===== config.mk =====
export PLATFORM = sky130hd
export DESIGN_NAME = credit_arbiter
export DESIGN_NICKNAME = d
export VERILOG_FILES = /design/src/rtl/credit_arb_pkg.sv /design/src/rtl/interval_clock.sv /design/src/rtl/credit_bank.sv /design/src/rtl/circular_picker.sv /design/src/rtl/credit_arbiter.sv
export SDC_FILE = /design/constraint.sdc
export NUM_CORES = 1
export LEC_CHECK = 0
export ABC_CLOCK_PERIOD_IN_PS = 6150
export BUFFER_PORTS_ARGS = -buffer_cell sky130_fd_sc_hd__clkbuf_2
export CORE_AREA = 3 3 103 105
export DETAILED_ROUTE_END_ITERATION = 10
export DIE_AREA = 0 0 106 108
export GPL_TIMING_DRIVEN = 1
export MAX_ROUTING_LAYER = met4
export PLACE_DENSITY = 0.75
export RECOVER_POWER = 100
export SYNTH_ARGS = -nofsm -noshare
export SYNTH_HDL_FRONTEND = slang
export SYNTH_SLANG_ARGS = --single-unit

===== constraint.sdc =====
create_clock -name clk -period 6.15 [get_ports clk]
set_input_delay 1.23 -clock clk [delete_from_list [all_inputs] [get_ports clk]]
set_output_delay 1.23 -clock clk [all_outputs]
set_load 0.005 [all_outputs]

===== src/rtl/credit_arb_pkg.sv =====
package credit_arb_pkg;

    typedef enum logic {
        ARB_SCAN = 1'b0,
        ARB_BUSY = 1'b1
    } arb_state_e;

endpackage


===== src/rtl/interval_clock.sv =====
module interval_clock #(
    parameter int TIMER_W = 16
) (
    input  logic               clk,
    input  logic               rst_n,
    input  logic               restart,
    input  logic [TIMER_W-1:0] len,
    output logic               expire
);
    localparam int EXT_W = TIMER_W + 1;

    typedef struct packed {
        logic [TIMER_W-1:0] ticks;
    } clk_state_t;

    clk_state_t st_d, st_q;
    logic [EXT_W-1:0] ticks_next;

    always_comb begin
        ticks_next = {1'b0, st_q.ticks} + EXT_W'(1);
        expire     = (ticks_next >= {1'b0, len});
        st_d       = st_q;
        if (restart) begin
            st_d.ticks = '0;
        end else begin
            st_d.ticks = ticks_next[TIMER_W-1:0];
        end
    end

    always_ff @(posedge clk) begin
        if (!rst_n) begin
            st_q <= '0;
        end else begin
            st_q <= st_d;
        end
    end
endmodule


===== src/rtl/credit_bank.sv =====
module credit_bank #(
    parameter int N_TASKS  = 4,
    parameter int CREDIT_W = 8
) (
    input  logic                       clk,
    input  logic                       rst_n,
    input  logic                       wr_en,
    input  logic [$clog2(N_TASKS)-1:0] wr_idx,
    input  logic [CREDIT_W-1:0]        wr_val,
    input  logic                       reload,
    input  logic                       dec_en,
    input  logic [$clog2(N_TASKS)-1:0] dec_idx,
    output logic [N_TASKS-1:0]         live_nz,
    output logic                       all_spent
);
    localparam int IDX_W = $clog2(N_TASKS);

    typedef struct packed {
        logic [N_TASKS-1:0][CREDIT_W-1:0] staged;
        logic [N_TASKS-1:0][CREDIT_W-1:0] live;
    } bank_state_t;

    bank_state_t bank_d, bank_q;

    always_comb begin
        bank_d = bank_q;
        if (wr_en && (int'(wr_idx) < N_TASKS)) begin
            bank_d.staged[wr_idx] = wr_val;
        end
        if (reload) begin
            bank_d.live = bank_q.staged;
        end else if (dec_en && (bank_q.live[dec_idx] != '0)) begin
            bank_d.live[dec_idx] = bank_q.live[dec_idx] - CREDIT_W'(1);
        end
    end

    always_ff @(posedge clk) begin
        if (!rst_n) begin
            bank_q <= '0;
        end else begin
            bank_q <= bank_d;
        end
    end

    for (genvar t = 0; t < N_TASKS; t++) begin : g_nz
        assign live_nz[t] = (bank_q.live[t] != '0);
    end

    assign all_spent = ~|live_nz;

    logic unused_idx;
    assign unused_idx = ^{IDX_W{1'b0}};
endmodule


===== src/rtl/circular_picker.sv =====
module circular_picker #(
    parameter int N_TASKS = 4
) (
    input  logic [N_TASKS-1:0]         eligible,
    input  logic [$clog2(N_TASKS)-1:0] start,
    output logic                       found,
    output logic [$clog2(N_TASKS)-1:0] pick
);
    localparam int IDX_W = $clog2(N_TASKS);

    always_comb begin
        found = 1'b0;
        pick  = start;
        for (int off = N_TASKS - 1; off >= 0; off--) begin
            int cand;
            cand = int'(start) + off;
            if (cand >= N_TASKS) begin
                cand = cand - N_TASKS;
            end
            if (eligible[cand]) begin
                found = 1'b1;
                pick  = IDX_W'(cand);
            end
        end
    end
endmodule


===== src/rtl/credit_arbiter.sv =====
module credit_arbiter #(
    parameter int N_TASKS  = 4,
    parameter int CREDIT_W = 8,
    parameter int TIMER_W  = 16,
    localparam int IDX_W   = $clog2(N_TASKS)
) (
    input  logic                clk,
    input  logic                rst_n,
    input  logic [N_TASKS-1:0]  task_ready,
    input  logic                done,
    input  logic                cred_we,
    input  logic [IDX_W-1:0]    cred_idx,
    input  logic [CREDIT_W-1:0] cred_val,
    input  logic [TIMER_W-1:0]  interval_len,
    output logic [IDX_W-1:0]    grant_idx,
    output logic                grant_valid
);
    import credit_arb_pkg::*;

    typedef struct packed {
        arb_state_e       state;
        logic [IDX_W-1:0] owner;
        logic [IDX_W-1:0] scan_from;
    } arb_state_t;

    arb_state_t arb_d, arb_q;

    logic [N_TASKS-1:0] live_nz;
    logic               all_spent;
    logic               expire;
    logic               reload;
    logic [N_TASKS-1:0] eligible;
    logic               pick_found;
    logic [IDX_W-1:0]   pick_idx;
    logic               charge;

    assign reload   = expire | all_spent;
    assign eligible = task_ready & live_nz;

    interval_clock #(
        .TIMER_W (TIMER_W)
    ) timer_i (
        .clk     (clk),
        .rst_n   (rst_n),
        .restart (reload),
        .len     (interval_len),
        .expire  (expire)
    );

    credit_bank #(
        .N_TASKS  (N_TASKS),
        .CREDIT_W (CREDIT_W)
    ) bank_i (
        .clk       (clk),
        .rst_n     (rst_n),
        .wr_en     (cred_we),
        .wr_idx    (cred_idx),
        .wr_val    (cred_val),
        .reload    (reload),
        .dec_en    (charge),
        .dec_idx   (arb_q.owner),
        .live_nz   (live_nz),
        .all_spent (all_spent)
    );

    circular_picker #(
        .N_TASKS (N_TASKS)
    ) pick_i (
        .eligible (eligible),
        .start    (arb_q.scan_from),
        .found    (pick_found),
        .pick     (pick_idx)
    );

    always_comb begin
        arb_d  = arb_q;
        charge = 1'b0;
        unique case (arb_q.state)
            ARB_SCAN: begin
                if (pick_found) begin
                    arb_d.state = ARB_BUSY;
                    arb_d.owner = pick_idx;
                end
            end
            ARB_BUSY: begin
                if (done) begin
                    charge      = 1'b1;
                    arb_d.state = ARB_SCAN;
                    if (int'(arb_q.owner) == N_TASKS - 1) begin
                        arb_d.scan_from = '0;
                    end else begin
                        arb_d.scan_from = arb_q.owner + IDX_W'(1);
                    end
                end
            end
            default: arb_d.state = ARB_SCAN;
        endcase
    end

    always_ff @(posedge clk) begin
        if (!rst_n) begin
            arb_q.state     <= ARB_SCAN;
            arb_q.owner     <= '0;
            arb_q.scan_from <= '0;
        end else begin
            arb_q <= arb_d;
        end
    end

    assign grant_valid = (arb_q.state == ARB_BUSY);
    assign grant_idx   = arb_q.owner;
endmodule


==> run summary <==
worst hold slack: 0.478 ns
worst-margin pin slew: 2.43 ns
share of post-route cells with drive strength above 1: 0.138
CTS Root Cell: clkbuf_8
wire length on met1: 5120 um
top area cells in the synthesized netlist: dfxtp_1, o32ai_2, mux2i_1, nor2b_1, ha_1
DIE AREA: 11400 um2
Clock Latency Late Sink: 0.36 ns
ANT nets after route: 0
DRT Pass-1 Iters: 5
number of CTS-inserted buffers: 9
Post-synth EDFFs: 0
via density per instance: 5.61
total core area: 9730 um2
Setup Fix Bufs, Post-CTS: 0
Die Ht: 108 um
CTS tree: built
crit end category: register
fmax: 221 MHz
H-tree Lvls: 3
run status: finished, violations left
Synth area leader: dfxtp_1
HPWL Detailed: 7970 um
Worst-path clk slew: 0.08 ns
Worst Hold Depth: 2
top cells by count, synth: dfxtp_1, nor2_1, nor2b_1
design area: 5080 um2
period utilization: 0.735
Req. time, crit path: 6.40 ns
hold path startpoint: bank_i.bank_q[56]
number of gates resized after cts: 0
DRC: 0
vias: 3752
WL met3: 636 um
FFs w/ async S/R, synth: 0
Register-to-Register Path Depth: 12
Main synth FF type: dfxtp_1
uppermost layer routed: met4
area share of the largest cell type after synthesis: 0.353
Tmin final: 4.52 ns
met2 routed WL: 5130 um
Cell Rows: 36
sequential cell area: 1700 um2
Total GRT Usage: 0.211
r2r startpoint: timer_i.st_q[2]
failing checks: max-capacitance violations, max-slew violations
Die X: 106 um
Cell Area, Synth: 4820 um2
Synth Instances: 505
number of global-route vias before repair: 3776
wire length of the first global-routing pass: 18800 um
Fillers: 936
sequential area share after synthesis: 0.353
Initial DRC Count: 239
# IOs: 37
Max-cap violations: 2
global route overflow: 0
global placement routability congestion: 0.924
CTS sink count: 85
IO buf count: 36
setup TNS: 0 ns
area of the multi-input gates: 2700 um2
count leader, synth: dfxtp_1
synth warn: 0
final hold vios: 0
unrepaired setup endpoints after global routing: false
Net count, final: 588
arrival time at the worst endpoint: 4.77 ns
DR WL/cell: 16.6 um
Leakage: 2.02 nW
Placed Area: 5050 um2
worst hold endpoint: bank_i.bank_q[24]
largest net degree at the start of global routing: 71
Worst Skew: 0.0102 ns
maximum VDD drop: 0.284 mV
Setup Viol. Count Final: 0
final wirelength: 11100 um
Seq cells post-synth: 85
r2r endpoint: bank_i.bank_q[10]
R2R setup slack: 1.63 ns
Critical Path Fanout Max: 43
worst hold path class: reg2reg
overall power: 2.13 mW
area grow syn2layout: 5.45%
Power Density: 420 nW/um2
initial antenna violation count: 0
max_slew headroom: -0.622
Initial Util: 0.495
Syn Nets: 562
Max Root-Sink Buffers: 2
Worst setup SP type: register
# hold bufs at CTS: 0
Synth cell types: 51
ant diodes: 0
WS Path Type: reg2reg
fin. max-slew vios: 82
synthesized area per cell: 9.54 um2
[how the worst max path moves through the flow]
stage	slack (ns)	to	from
CTS	2.17	bank_i.bank_q[10]	timer_i.st_q[2]
finish	1.63	bank_i.bank_q[10]	timer_i.st_q[2]
floorplan	2.75	bank_i.bank_q[13]	interval_len[0]
global placement	2.13	bank_i.bank_q[1]	interval_len[0]
detailed placement	2.07	bank_i.bank_q[1]	interval_len[0]
global route	1.22	bank_i.bank_q[8]	timer_i.st_q[2]
[cell usage in the layout (no fill, tap or decap), types with 9 or more instances in the layout]
master	n
dfxtp_1	85
nor2_1	70
nor2b_1	48
nand2_1	39
clkbuf_2	35
mux2i_1	32
inv_1	26
o32ai_1	25
ha_1	23
nand3_1	13
xnor2_1	12
a21oi_1	12
nor4_1	9
clkbuf_8	9
[logic make-up (layout without fill, tap and decap cells)]
family / Yosys count / count (layout) / share of synthesized area
DFF: 85 / 85 / 0.353
muxes: 40 / 40 / 0.106
adders and majority gates: 23 / 23 / 0.0597
and+or+nand+nor: 215 / 215 / 0.230
buffers and inverters: 49 / 80 / 0.0483
AOI/OAI and AO/OA: 74 / 74 / 0.164
xor gates and xnor gates: 19 / 19 / 0.0384
[metrics by stage]
step / utilization / cells / setup slack [ns]
after floorplan: - / 505 / 2.75
after global placement: 0.519 / 653 / 2.13
after detailed placement: 0.519 / 653 / 2.07
after CTS: 0.542 / 669 / 2.17
after global routing: 0.522 / 669 / 1.22
final: 0.522 / 669 / 1.63
[critical path, cell delays in order (launching register included)]
cell and delay, ns:
dfxtp_1 0.38, and3_1 0.21, and3_1 0.24, nand4_1 0.21, nor2_1 0.18, xor2_1 0.20
ha_1 0.27, a21o_1 0.16, a21oi_1 0.18, o21a_1 0.15, o311ai_0 0.53, or3b_1 1.15
o32ai_1 0.53
[registers in the layout, indices dropped and copies added, names as in the netlist]
name	cells
bank_i.bank_q	64
arb_q	2
timer_i.st_q	16
grant_idx	2
grant_valid	1
[power breakdown]
part	switching, mW	total [mW]	internal [mW]	leakage (nW)
clock	0.205	0.435	0.230	0.106
sequential	0.0799	0.695	0.615	0.689
combinational	0.621	1.00	0.380	1.22
[layer usage]
metal,up-vias,GRT usage
met5,-,-
met4,0,0.0675
met3,15,0.0310
met2,126,0.336
met1,1764,0.279
li1,1847,-
[cell type report]
cell class,count,share of cell area
Inverter,26,0.0192
Sequential cell,85,0.335
Multi-Input combinational cell,371,0.532
Tap cell,133,0.0328
Clock buffer,9,0.0244
Clock inverter,7,0.0192
Timing Repair Buffer,38,0.0374
Power figures use the tool's default switching activity.
